`config.mk`:
```
export PLATFORM = sky130hd
export DESIGN_NAME = recfg_engine
export DESIGN_NICKNAME = d
export VERILOG_FILES = /design/src/rtl/recfg_pkg.sv /design/src/rtl/recfg_fifo.sv /design/src/rtl/recfg_credit.sv /design/src/rtl/recfg_fsm.sv /design/src/rtl/recfg_engine.sv
export SDC_FILE = /design/constraint.sdc
export NUM_CORES = 1
export LEC_CHECK = 0
export BUFFER_PORTS_ARGS = -buffer_cell sky130_fd_sc_hd__buf_2
export CAP_MARGIN = 20
export CORE_MARGIN = 4
export CORE_UTILIZATION = 35
export CTS_BUF_LIST = sky130_fd_sc_hd__clkbuf_8
export DETAILED_ROUTE_END_ITERATION = 8
export PLACE_DENSITY = 0.52
export SETUP_SLACK_MARGIN = 0.15
export SYNTH_ARGS = -nofsm -noshare
export SYNTH_HDL_FRONTEND = slang
export SYNTH_SLANG_ARGS = --single-unit
```
`constraint.sdc`:
```
create_clock -name clk -period 6.5 [get_ports clk]
set_input_delay 0.65 -clock clk [delete_from_list [all_inputs] [get_ports clk]]
set_output_delay 0.65 -clock clk [all_outputs]
set_load 0.01 [all_outputs]
```
`src/rtl/recfg_pkg.sv`:
```
package recfg_pkg;
    typedef enum logic [1:0] {
        ST_IDLE  = 2'd0,
        ST_RESET = 2'd1,
        ST_LOAD  = 2'd2,
        ST_DRAIN = 2'd3
    } eng_state_t;

    localparam logic [7:0] OFS_CTRL   = 8'h08;
    localparam logic [7:0] OFS_STATUS = 8'h10;
    localparam logic [7:0] OFS_DATA   = 8'h18;
    localparam logic [7:0] OFS_ERROR  = 8'h20;
    localparam logic [7:0] OFS_ID_LO  = 8'hA8;
    localparam logic [7:0] OFS_ID_HI  = 8'hB0;

    localparam int CB_RST   = 0;
    localparam int CB_ACK   = 4;
    localparam int CB_REG_L = 8;
    localparam int CB_START = 12;
    localparam int CB_PUSH  = 13;
    localparam int CB_KIND  = 14;

    localparam int ERR_OVF   = 0;
    localparam int ERR_PROTO = 1;
    localparam int ERR_SINK  = 2;
    localparam int ERR_W     = 3;

    localparam int CREDIT_W = 9;
endpackage

```
`src/rtl/recfg_fifo.sv`:
```
module recfg_fifo #(
    parameter int DEPTH = 8,
    parameter int WIDTH = 32,
    localparam int AW   = (DEPTH > 1) ? $clog2(DEPTH) : 1,
    localparam int CW   = $clog2(DEPTH + 1)
) (
    input  logic             clk,
    input  logic             rst_n,
    input  logic             flush,
    input  logic             push,
    input  logic [WIDTH-1:0] push_data,
    input  logic             pop,
    output logic [WIDTH-1:0] head,
    output logic             empty,
    output logic             full,
    output logic [CW-1:0]    count
);
    logic [WIDTH-1:0] mem [DEPTH];
    logic [AW-1:0]    wr_ptr;
    logic [AW-1:0]    rd_ptr;
    logic             do_pop;

    assign empty  = (count == '0);
    assign full   = (count == CW'(DEPTH));
    assign head   = mem[rd_ptr];
    assign do_pop = pop && !empty;

    function automatic logic [AW-1:0] bump(input logic [AW-1:0] p);
        return (p == AW'(DEPTH - 1)) ? '0 : p + 1'b1;
    endfunction

    always_ff @(posedge clk) begin
        if (push && !flush) begin
            mem[wr_ptr] <= push_data;
        end
    end

    always_ff @(posedge clk or negedge rst_n) begin
        if (!rst_n) begin
            wr_ptr <= '0;
            rd_ptr <= '0;
            count  <= '0;
        end else if (flush) begin
            wr_ptr <= '0;
            rd_ptr <= '0;
            count  <= '0;
        end else begin
            if (push) begin
                wr_ptr <= bump(wr_ptr);
            end
            if (do_pop) begin
                rd_ptr <= bump(rd_ptr);
            end
            count <= count + CW'(push) - CW'(do_pop);
        end
    end

    // the credit gate upstream must keep pushes off a full queue
    assert_push_not_full_R7: assert property (@(posedge clk) disable iff (!rst_n)
        (push && !flush) |-> (!full || do_pop));
endmodule

```
`src/rtl/recfg_credit.sv`:
```
module recfg_credit #(
    parameter int DEPTH = 8,
    parameter int CRW   = 9
) (
    input  logic           clk,
    input  logic           rst_n,
    input  logic           flush,
    input  logic           take,
    input  logic           give,
    output logic [CRW-1:0] credits
);
    always_ff @(posedge clk or negedge rst_n) begin
        if (!rst_n) begin
            credits <= CRW'(DEPTH);
        end else if (flush) begin
            credits <= CRW'(DEPTH);
        end else begin
            credits <= credits - CRW'(take) + CRW'(give);
        end
    end

    assert_credit_range_R4: assert property (@(posedge clk) disable iff (!rst_n)
        credits <= CRW'(DEPTH));
    assert_no_take_empty_R4: assert property (@(posedge clk) disable iff (!rst_n)
        (take && !flush) |-> (credits != '0));
endmodule

```
`src/rtl/recfg_fsm.sv`:
```
module recfg_fsm
    import recfg_pkg::*;
(
    input  logic       clk,
    input  logic       rst_n,
    input  logic       ctl_wr,
    input  logic       ctl_rst,
    input  logic       ctl_start,
    input  logic       ctl_push,
    input  logic [1:0] ctl_region,
    input  logic       ctl_kind,
    input  logic       fifo_empty,
    input  logic       snk_done,
    output eng_state_t state,
    output logic       start_o,
    output logic       push_o,
    output logic       ack_o,
    output logic [3:0] host_code,
    output logic       flush_o,
    output logic       finish_o,
    output logic [1:0] region_o,
    output logic       kind_o
);
    eng_state_t state_nx;
    logic       open_op;

    always_ff @(posedge clk or negedge rst_n) begin
        if (!rst_n) begin
            state <= ST_IDLE;
        end else begin
            state <= state_nx;
        end
    end

    always_comb begin
        state_nx = state;
        open_op  = 1'b0;
        if (ctl_wr && ctl_rst) begin
            state_nx = ST_RESET;
        end else begin
            unique case (state)
                ST_IDLE: begin
                    if (ctl_wr && ctl_start) begin
                        state_nx = ST_LOAD;
                        open_op  = 1'b1;
                    end
                end
                ST_RESET: begin
                    if (ctl_wr) begin
                        state_nx = ST_IDLE;
                    end
                end
                ST_LOAD: begin
                    if (ctl_wr && ctl_push) begin
                        state_nx = ST_DRAIN;
                    end
                end
                ST_DRAIN: begin
                    if (fifo_empty && snk_done) begin
                        state_nx = ST_IDLE;
                    end
                end
                default: state_nx = ST_IDLE;
            endcase
        end
    end

    always_comb begin
        start_o   = 1'b0;
        push_o    = 1'b0;
        ack_o     = 1'b0;
        flush_o   = 1'b0;
        finish_o  = 1'b0;
        host_code = 4'd0;
        unique case (state)
            ST_IDLE: host_code = 4'd0;
            ST_RESET: begin
                host_code = 4'd1;
                ack_o     = 1'b1;
                flush_o   = 1'b1;
            end
            ST_LOAD: begin
                host_code = 4'd2;
                start_o   = 1'b1;
            end
            ST_DRAIN: begin
                host_code = 4'd3;
                start_o   = 1'b1;
                push_o    = 1'b1;
                finish_o  = fifo_empty && snk_done && !(ctl_wr && ctl_rst);
            end
            default: host_code = 4'd0;
        endcase
    end

    always_ff @(posedge clk or negedge rst_n) begin
        if (!rst_n) begin
            region_o <= '0;
            kind_o   <= 1'b0;
        end else if (open_op) begin
            region_o <= ctl_region;
            kind_o   <= ctl_kind;
        end
    end

    assert_hold_target_R3: assert property (@(posedge clk) disable iff (!rst_n)
        (start_o && $past(start_o)) |-> ($stable(region_o) && $stable(kind_o)));
    assert_start_clear_R6: assert property (@(posedge clk) disable iff (!rst_n)
        $fell(start_o) |-> ($past(fifo_empty && snk_done) || $past(ctl_wr && ctl_rst)));
    assert_ack_rise_R2: assert property (@(posedge clk) disable iff (!rst_n)
        $rose(ack_o) |-> $past(ctl_wr && ctl_rst));
endmodule

```
`src/rtl/recfg_engine.sv`:
```
module recfg_engine
    import recfg_pkg::*;
#(
    parameter int          DEPTH   = 8,
    parameter logic [63:0] IFID_LO = 64'h0123_4567_89AB_CDEF,
    parameter logic [63:0] IFID_HI = 64'hFEDC_BA98_7654_3210,
    localparam int         CW      = $clog2(DEPTH + 1),
    localparam int         SW      = CREDIT_W + 1
) (
    input  logic        clk,
    input  logic        rst_n,
    input  logic        csr_we,
    input  logic [7:0]  csr_addr,
    input  logic [63:0] csr_wdata,
    output logic [63:0] csr_rdata,
    output logic        snk_valid,
    input  logic        snk_ready,
    output logic [31:0] snk_word,
    output logic [1:0]  snk_region,
    output logic        snk_kind,
    input  logic        snk_done,
    input  logic        snk_err
);
    logic                wr_ctl, wr_data, wr_err;
    logic                rst_q, kind_q;
    logic [1:0]          region_q;
    logic [31:0]         cfg_q;
    logic [ERR_W-1:0]    err_q, err_set, err_clr;
    logic [CREDIT_W-1:0] credits;
    logic [CW-1:0]       fifo_cnt;
    logic                fifo_empty, fifo_full;
    logic                accept, pop;
    eng_state_t          state;
    logic                start_b, push_b, ack_b, flush, finish;
    logic [3:0]          host_code;
    logic [63:0]         ctrl_w, status_w;

    assign wr_ctl  = csr_we && (csr_addr == OFS_CTRL);
    assign wr_data = csr_we && (csr_addr == OFS_DATA);
    assign wr_err  = csr_we && (csr_addr == OFS_ERROR);

    assign accept    = wr_data && (state == ST_LOAD) && (credits != '0);
    assign snk_valid = !fifo_empty;
    assign pop       = snk_valid && snk_ready && !flush;

    recfg_fsm u_fsm (
        .clk        (clk),
        .rst_n      (rst_n),
        .ctl_wr     (wr_ctl),
        .ctl_rst    (csr_wdata[CB_RST]),
        .ctl_start  (csr_wdata[CB_START]),
        .ctl_push   (csr_wdata[CB_PUSH]),
        .ctl_region (csr_wdata[CB_REG_L+1:CB_REG_L]),
        .ctl_kind   (csr_wdata[CB_KIND]),
        .fifo_empty (fifo_empty),
        .snk_done   (snk_done),
        .state      (state),
        .start_o    (start_b),
        .push_o     (push_b),
        .ack_o      (ack_b),
        .host_code  (host_code),
        .flush_o    (flush),
        .finish_o   (finish),
        .region_o   (snk_region),
        .kind_o     (snk_kind)
    );

    recfg_fifo #(.DEPTH(DEPTH), .WIDTH(32)) u_fifo (
        .clk       (clk),
        .rst_n     (rst_n),
        .flush     (flush),
        .push      (accept),
        .push_data (csr_wdata[31:0]),
        .pop       (pop),
        .head      (snk_word),
        .empty     (fifo_empty),
        .full      (fifo_full),
        .count     (fifo_cnt)
    );

    recfg_credit #(.DEPTH(DEPTH), .CRW(CREDIT_W)) u_credit (
        .clk     (clk),
        .rst_n   (rst_n),
        .flush   (flush),
        .take    (accept),
        .give    (pop),
        .credits (credits)
    );

    always_ff @(posedge clk or negedge rst_n) begin
        if (!rst_n) begin
            rst_q    <= 1'b0;
            region_q <= '0;
            kind_q   <= 1'b0;
            cfg_q    <= '0;
        end else if (wr_ctl) begin
            rst_q    <= csr_wdata[CB_RST];
            region_q <= csr_wdata[CB_REG_L+1:CB_REG_L];
            kind_q   <= csr_wdata[CB_KIND];
            cfg_q    <= csr_wdata[63:32];
        end
    end

    always_comb begin
        err_set            = '0;
        err_set[ERR_OVF]   = wr_data && (state == ST_LOAD) && (credits == '0);
        err_set[ERR_PROTO] = wr_data && (state != ST_LOAD);
        err_set[ERR_SINK]  = finish && snk_err;
        err_clr            = wr_err ? csr_wdata[ERR_W-1:0] : '0;
    end

    always_ff @(posedge clk or negedge rst_n) begin
        if (!rst_n) begin
            err_q <= '0;
        end else begin
            err_q <= (err_q & ~err_clr) | err_set;
        end
    end

    always_comb begin
        ctrl_w                        = '0;
        ctrl_w[CB_RST]                = rst_q;
        ctrl_w[CB_ACK]                = ack_b;
        ctrl_w[CB_REG_L+1:CB_REG_L]   = region_q;
        ctrl_w[CB_START]              = start_b;
        ctrl_w[CB_PUSH]               = push_b;
        ctrl_w[CB_KIND]               = kind_q;
        ctrl_w[63:32]                 = cfg_q;

        status_w                      = '0;
        status_w[CREDIT_W-1:0]        = credits;
        status_w[16]                  = |err_q;
        status_w[22:20]               = {err_q[ERR_SINK], fifo_full, !fifo_empty};
        status_w[27:24]               = host_code;
    end

    always_comb begin
        case (csr_addr)
            OFS_CTRL:   csr_rdata = ctrl_w;
            OFS_STATUS: csr_rdata = status_w;
            OFS_ERROR:  csr_rdata = {{(64-ERR_W){1'b0}}, err_q};
            OFS_ID_LO:  csr_rdata = IFID_LO;
            OFS_ID_HI:  csr_rdata = IFID_HI;
            default:    csr_rdata = '0;
        endcase
    end

    assert_credit_balance_R4: assert property (@(posedge clk) disable iff (!rst_n)
        (SW'(credits) + SW'(fifo_cnt)) == SW'(DEPTH));
    assert_err_sticky_R9: assert property (@(posedge clk) disable iff (!rst_n)
        (($past(err_q) & ~$past(err_clr) & ~err_q) == '0));
    assert_drop_flags_R7: assert property (@(posedge clk) disable iff (!rst_n)
        (wr_data && !accept) |=> (err_q[ERR_OVF] || err_q[ERR_PROTO]));
    assert_sink_hold_R11: assert property (@(posedge clk) disable iff (!rst_n)
        (snk_valid && !snk_ready && !flush) |=> (snk_valid && $stable(snk_word)));
endmodule

```
# [Word-level counts from Yosys, hierarchy flattened]
# Memory sizes are Yosys's and may differ from the RTL's.
# Cells that the tools add are included.
[word_totals] regBits=63 in_bits=78 memories=1 output_inout_bits=100 mem_bits_rw=256 elab_cells=94
[mem_list] memory="u_fifo.mem" words=8 width=32 rd=1 rd_ports_with_merged_regs=0 write_ports=1 line="recfg_fifo.sv:18" rtl="logic [WIDTH-1:0] mem [DEPTH];"
[op_classes] addsub=6 n_eq_ne=17 bitwise=3 muxes=26 n_reduce_logical=29
[op_table] operator="one-hot mux 64 bit (5 select lines)" count=1
[op_table] operator="two-way mux 3 bit" count=7
[op_table] operator="logical AND 1 bit" count=17
[op_table] operator="equality test 8 x 5 -> 1 bit (second input constant)" count=2
[op_table] operator="equality test 8 bit (second input constant)" count=2
[op_table] operator="one-hot mux 4 bit (4 select lines)" count=1
[op_table] operator="!= test 3 x 1 -> 1 bit (second input constant)" count=4
[op_table] operator="two-way mux 2 bit" count=5
[op_table] operator="adder 9 x 1 -> 9 bit" count=1
[op_table] operator="zero test 9 bit" count=1
[op_table] operator="two-way mux 1 bit" count=9
[op_table] operator="two-way mux 9 bit" count=1
[op_table] operator="nonzero test 9 bit" count=1
[op_table] operator="subtractor 9 x 1 -> 9 bit" count=1
[op_table] operator="equality test 8 x 4 -> 1 bit (second input constant)" count=1
[op_table] operator="equality test 8 x 6 -> 1 bit (second input constant)" count=1
[op_table] operator="one-hot mux 2 bit (4 select lines)" count=1
[op_table] operator="adder 3 x 1 -> 3 bit (second input constant)" count=2
[op_table] operator="equality test 3 bit (second input constant)" count=2
[op_table] operator="adder 4 x 1 -> 4 bit" count=1
[op_table] operator="equality test 2 bit (second input constant)" count=2
[op_table] operator="equality test 4 bit (second input constant)" count=1
[op_table] operator="zero test 4 bit" count=1
[op_table] operator="two-way mux 4 bit" count=1
[op_table] operator="other kinds (12)" count=15

# [Longest topological paths before layout]
[depth] ltp_word=8 depth_mapped=14 depth_no_buf=14

# [By module]
# Synthesis repeated with hierarchy kept, for this count alone.
[unflattened] cells_unflattened=735 hier_area_um2=13701.9
[modules_own_cells] module="recfg_fifo" cells_each=443 instances=1 seq_area_each_um2=7937.6 area_per_inst_um2=10358.7
[modules_own_cells] module="recfg_engine" cells_each=185 instances=1 seq_area_each_um2=975.9 area_per_inst_um2=2356.0
[modules_own_cells] module="recfg_credit" cells_each=74 instances=1 seq_area_each_um2=226.5 area_per_inst_um2=671.9
[modules_own_cells] module="recfg_fsm" cells_each=33 instances=1 seq_area_each_um2=125.1 area_per_inst_um2=315.3

# [Worst setup path after synthesis]
# Ideal clock, no wire load.
[synth_path] path_type="input port to flip-flop" from="input port csr_addr[2]" to="memory u_fifo.mem[0][0] (enable)" n_path_buf=0 t_arrival_ns=4.599 cell_stages=4 required_time_ns=5.999 setup_time_ns=0.501 setup_slack_ns=1.399 path_cell_list="nor4b_4 and4_1 nand2_1 nor4_1"
[synth_via] elab_chain_cells=7
[synth_rtl] element="start: declaration" line="recfg_engine.sv:13" rtl="input logic [7:0] csr_addr,"
[synth_rtl] element="equality test 8 x 5 -> 1 bit" line="recfg_engine.sv:39" rtl="assign wr_data = csr_we && (csr_addr == OFS_DATA);"
[synth_rtl] element="logical AND 1 bit" line="recfg_engine.sv:39"
[synth_rtl] element="logical AND 1 bit (2 in a row)" line="recfg_engine.sv:42" rtl="assign accept = wr_data && (state == ST_LOAD) && (credits != '0);"
[synth_rtl] element="logical AND 1 bit" line="recfg_fifo.sv:33" rtl="if (push && !flush) begin"
[synth_rtl] element="two-way mux 1 bit" line="recfg_fifo.sv:33"
[synth_rtl] element="two-way mux 1 bit (not written as such)" line="recfg_fifo.sv:34" rtl="mem[wr_ptr] <= push_data;"
[synth_rtl] element="end: declaration" line="recfg_fifo.sv:18"
# Every way passes these cells.

# [Worst setup path after layout]
[layout_path] from="register u_fifo.rd_ptr[0]" to="output port snk_word[0]"
[layout_via] elab_chain_cells=1
[layout_rtl] element="start: declaration" line="recfg_fifo.sv:20" rtl="logic [AW-1:0] rd_ptr;"
[layout_rtl] element="start signal: assignment" line="recfg_fifo.sv:52" rtl="rd_ptr <= bump(rd_ptr);"
[layout_rtl] element="memory read (8 x 32 bit)"
[layout_rtl] element="end: declaration" line="recfg_engine.sv:18" rtl="output logic [31:0] snk_word,"
# Every way passes these cells.

==> impl_metrics.env <==
export IMPL_worstMarginPinSlew_ps=1090
export IMPL_viasPerCell=4.85
export IMPL_fin_util_pct=42.0
export IMPL_crit_required_ps=5850
export IMPL_p_leak_nw=6.56
export IMPL_dp_hpwl_um=17900
export IMPL_synth_compound_area_share_pct=4.97
export IMPL_die_x_um=204
export IMPL_cts_htree_levels=2
export IMPL_io_buffer_count=177
export IMPL_clkTransAtPathRegs_ps=60
export IMPL_cts_hold_buffers=0
export IMPL_drt_first_iter_violations=329
export IMPL_synthAdderAreaFrac_pct=2.35
export IMPL_ir_drop_uv=177
export IMPL_power_density_nw_per_um2=357
export IMPL_synthTopCellsByCount="256 x edfxtp_1, 117 x nand2_1, 64 x mux4_2, 62 x dfrtp_1, 47 x a21o_1"
export IMPL_synth_top_cell_area_share_pct=57.4
export IMPL_clockRootBuffer="clkbuf_8"
export IMPL_fin_crit_sh_pct=60.0
export IMPL_finalHoldViolations=0
export IMPL_yosysWarnings=0
export IMPL_antenna_found_initial=0
export IMPL_yosysMostFrequentCell="edfxtp_1"
export IMPL_start_util_pct=35.5
export IMPL_fp_dieH_um=204
export IMPL_synth_area_um2=13400
export IMPL_whs_ps=210
export IMPL_cp_arrival_ps=3250
export IMPL_synthesis_nets=913
export IMPL_routed_wl_um=31500
export IMPL_status="complete, no violations"
export IMPL_regToRegSetupSlack_ps=2990
export IMPL_core_um2=37800
export IMPL_grt_pass1_vias=8015
export IMPL_grt_use_total_pct=15.2
export IMPL_cts_tree="built"
export IMPL_synth_edf_count=256
export IMPL_io_pins=178
export IMPL_clock_sinks=319
export IMPL_max_cap_violations=0
export IMPL_timing_final_max_slew_violations=0
export IMPL_gp_congestion=0.763
export IMPL_ys_ff_latch=319
export IMPL_remaining_drc_errors=0
export IMPL_min_path_type="in -> async"
export IMPL_synthFlopType="edfxtp_1"
export IMPL_ys_seq_area_share_pct=69.1
export IMPL_num_vias=7549
export IMPL_synthXorXnorAreaFrac_pct=0.327
export IMPL_fin_crit_ps=3900
export IMPL_synth_top_family_by_area="multiplexers"
export IMPL_tns_ps=0
export IMPL_synth_simple_area_share_pct=6.93
export IMPL_skew_ps=33.2
export IMPL_yosys_area_top_type="edfxtp_1"
export IMPL_first_pass_iters=5
export IMPL_routedWlPerCell_um=20.3
export IMPL_path_max_fanout=38
export IMPL_drive_gt1_share_pct=35.9
export IMPL_clk_latency_ps=620
export IMPL_path_class="reg -> out"
export IMPL_crit_path_end_kind="output pin"
export IMPL_cts_repair_resized=0
export IMPL_nets=1107
export IMPL_numCtsBuffers=53
export IMPL_rows=71
export IMPL_rsz0062_at_grt="false"
export IMPL_r2r_end="u_credit.credits[8]"
export IMPL_ys_types=54
export IMPL_grt_pass1_wl_um=48500
export IMPL_setup_viol=0
export IMPL_synthToLayoutAreaGrowth_pct=18.3
export IMPL_syn_mean_instance_area_um2=16.5
export IMPL_max_slew_margin_pct=27.1
export IMPL_grt_max_degree=67
export IMPL_ant_nets=0
export IMPL_synthTopCellsByArea="edfxtp_1 57%, dfrtp_1 12%, mux4_2 11%"
export IMPL_synthMuxAreaShare_pct=13.8
export IMPL_grt_overflow_total=0
export IMPL_synth_async_reset_ratio_pct=19.7
export IMPL_syn_inst=811
export IMPL_post_cts_setup_buffers=0
export IMPL_start_kind="register"
export IMPL_die_area_um2=41500
export IMPL_fmax_mhz=256
export IMPL_cts_buffer_depth=3
export IMPL_reg2reg_from="u_credit.credits[2]"
export IMPL_worstRegToRegCells=14
-- sequential cells by signal, indices dropped and copies added, names as in the netlist --
| name | count |
|---|---|
| cfg_q | 32 |
| err_q | 3 |
| kind_q | 1 |
| region_q | 2 |
| rst_q | 1 |
| u_credit.credits | 9 |
| u_fifo.count | 4 |
| u_fifo.mem | 256 |
| u_fifo.rd_ptr | 3 |
| u_fifo.wr_ptr | 3 |
| u_fsm.kind_o | 1 |
| u_fsm.region_o | 2 |
| u_fsm.state | 2 |
-- stage by stage --
| stage | worst slack (ps) | area (µm²) | power, mW | cells |
|---|---|---|---|---|
| global route | 2310 | 15800 | 6.01 | 1556 |
| finish | 2600 | 15800 | 5.65 | 1557 |
| detailed placement | 2640 | 14900 | 4.09 | 1461 |
| floorplan | 1400 | 13400 | 3.61 | 811 |
| CTS | 2410 | 15800 | 5.77 | 1556 |
| global placement | 2720 | 14800 | 4.09 | 1460 |
-- worst max path at each step --
| stage | from | endpoint | slack [ps] | cells after the start |
|---|---|---|---|---|
| 2_1_floorplan | csr_addr[2] | u_fifo.mem[0][0] | 1400 | 4 |
| 3_3_place_gp | csr_addr[2] | u_credit.credits[8] | 2720 | 13 |
| 3_5_place_dp | csr_addr[2] | u_credit.credits[8] | 2640 | 13 |
| 4_1_cts | u_fifo.rd_ptr[0] | snk_word[0] | 2410 | 4 |
| 5_1_grt | u_fifo.rd_ptr[0] | snk_word[0] | 2310 | 4 |
| 6_report | u_fifo.rd_ptr[0] | snk_word[0] | 2600 | 4 |
-- per-layer routing --
layer	vias up	GRT usage (%)	routed length, µm
met5	-	0	0
met4	0	4.17	616
met3	47	3.70	1790
met2	205	23.5	14400
met1	3805	21.8	14700
li1	3492	-	-
-- kinds of logic after synthesis --
| group | after synthesis |
|---|---|
| AOI/OAI and AO/OA | 93 |
| xor gates and xnor gates | 5 |
| adders and majority gates | 24 |
| buffers and inverters | 76 |
| DFF | 319 |
| muxes | 99 |
| and+or+nand+nor | 195 |
-- placed cells by master, fill, tap and decap left out, drive strengths merged, types with 2 or more instances in the layout --
master,Yosys,routed
edfxtp,256,256
buf,22,192
nand2,117,117
mux4,64,64
dfrtp,62,62
clkbuf,31,59
a21o,47,47
inv,23,47
mux2,35,35
ha,22,22
nor2,16,16
a21oi,12,12
o21ai,12,12
clkinv,0,12
nand3,10,10
and3,7,7
nand2b,7,7
nor3,7,7
nor2b,5,5
a221o,5,5
xnor2,4,4
and2,4,4
nor4,4,4
nor3b,4,4
a211oi,3,3
nand4,3,3
and4,2,2
o31a,2,2
or3,2,2
o31ai,2,2
fa,2,2
nor4b,2,2
or4,2,2
-- report_power, final --
part	internal, mW	total [mW]	switching [mW]
Sequential	2.28	2.54	0.257
Combinational	0.828	1.48	0.656
Clock	0.833	1.63	0.794
Total	3.95	5.65	1.71
-- layout make-up --
cell class              instances  area [µm²]
fillers                      3484       21900
repair buffers                192        1020
diodes                          1        2.50
clock inverters                36         164
flip-flops and latches        319        9270
clock buffers                  59         812
multi-input cells             416        3850
inverters                      23        86.3
well taps                     511         639
-- critical path, cell delays in order, from the launching register on --
cell,delay (ps)
dfrtp_4,930
buf_4,650
mux4_2,590
mux2_2,280
buf_2,160
Note: power is estimated with default switching activity, not from simulation.
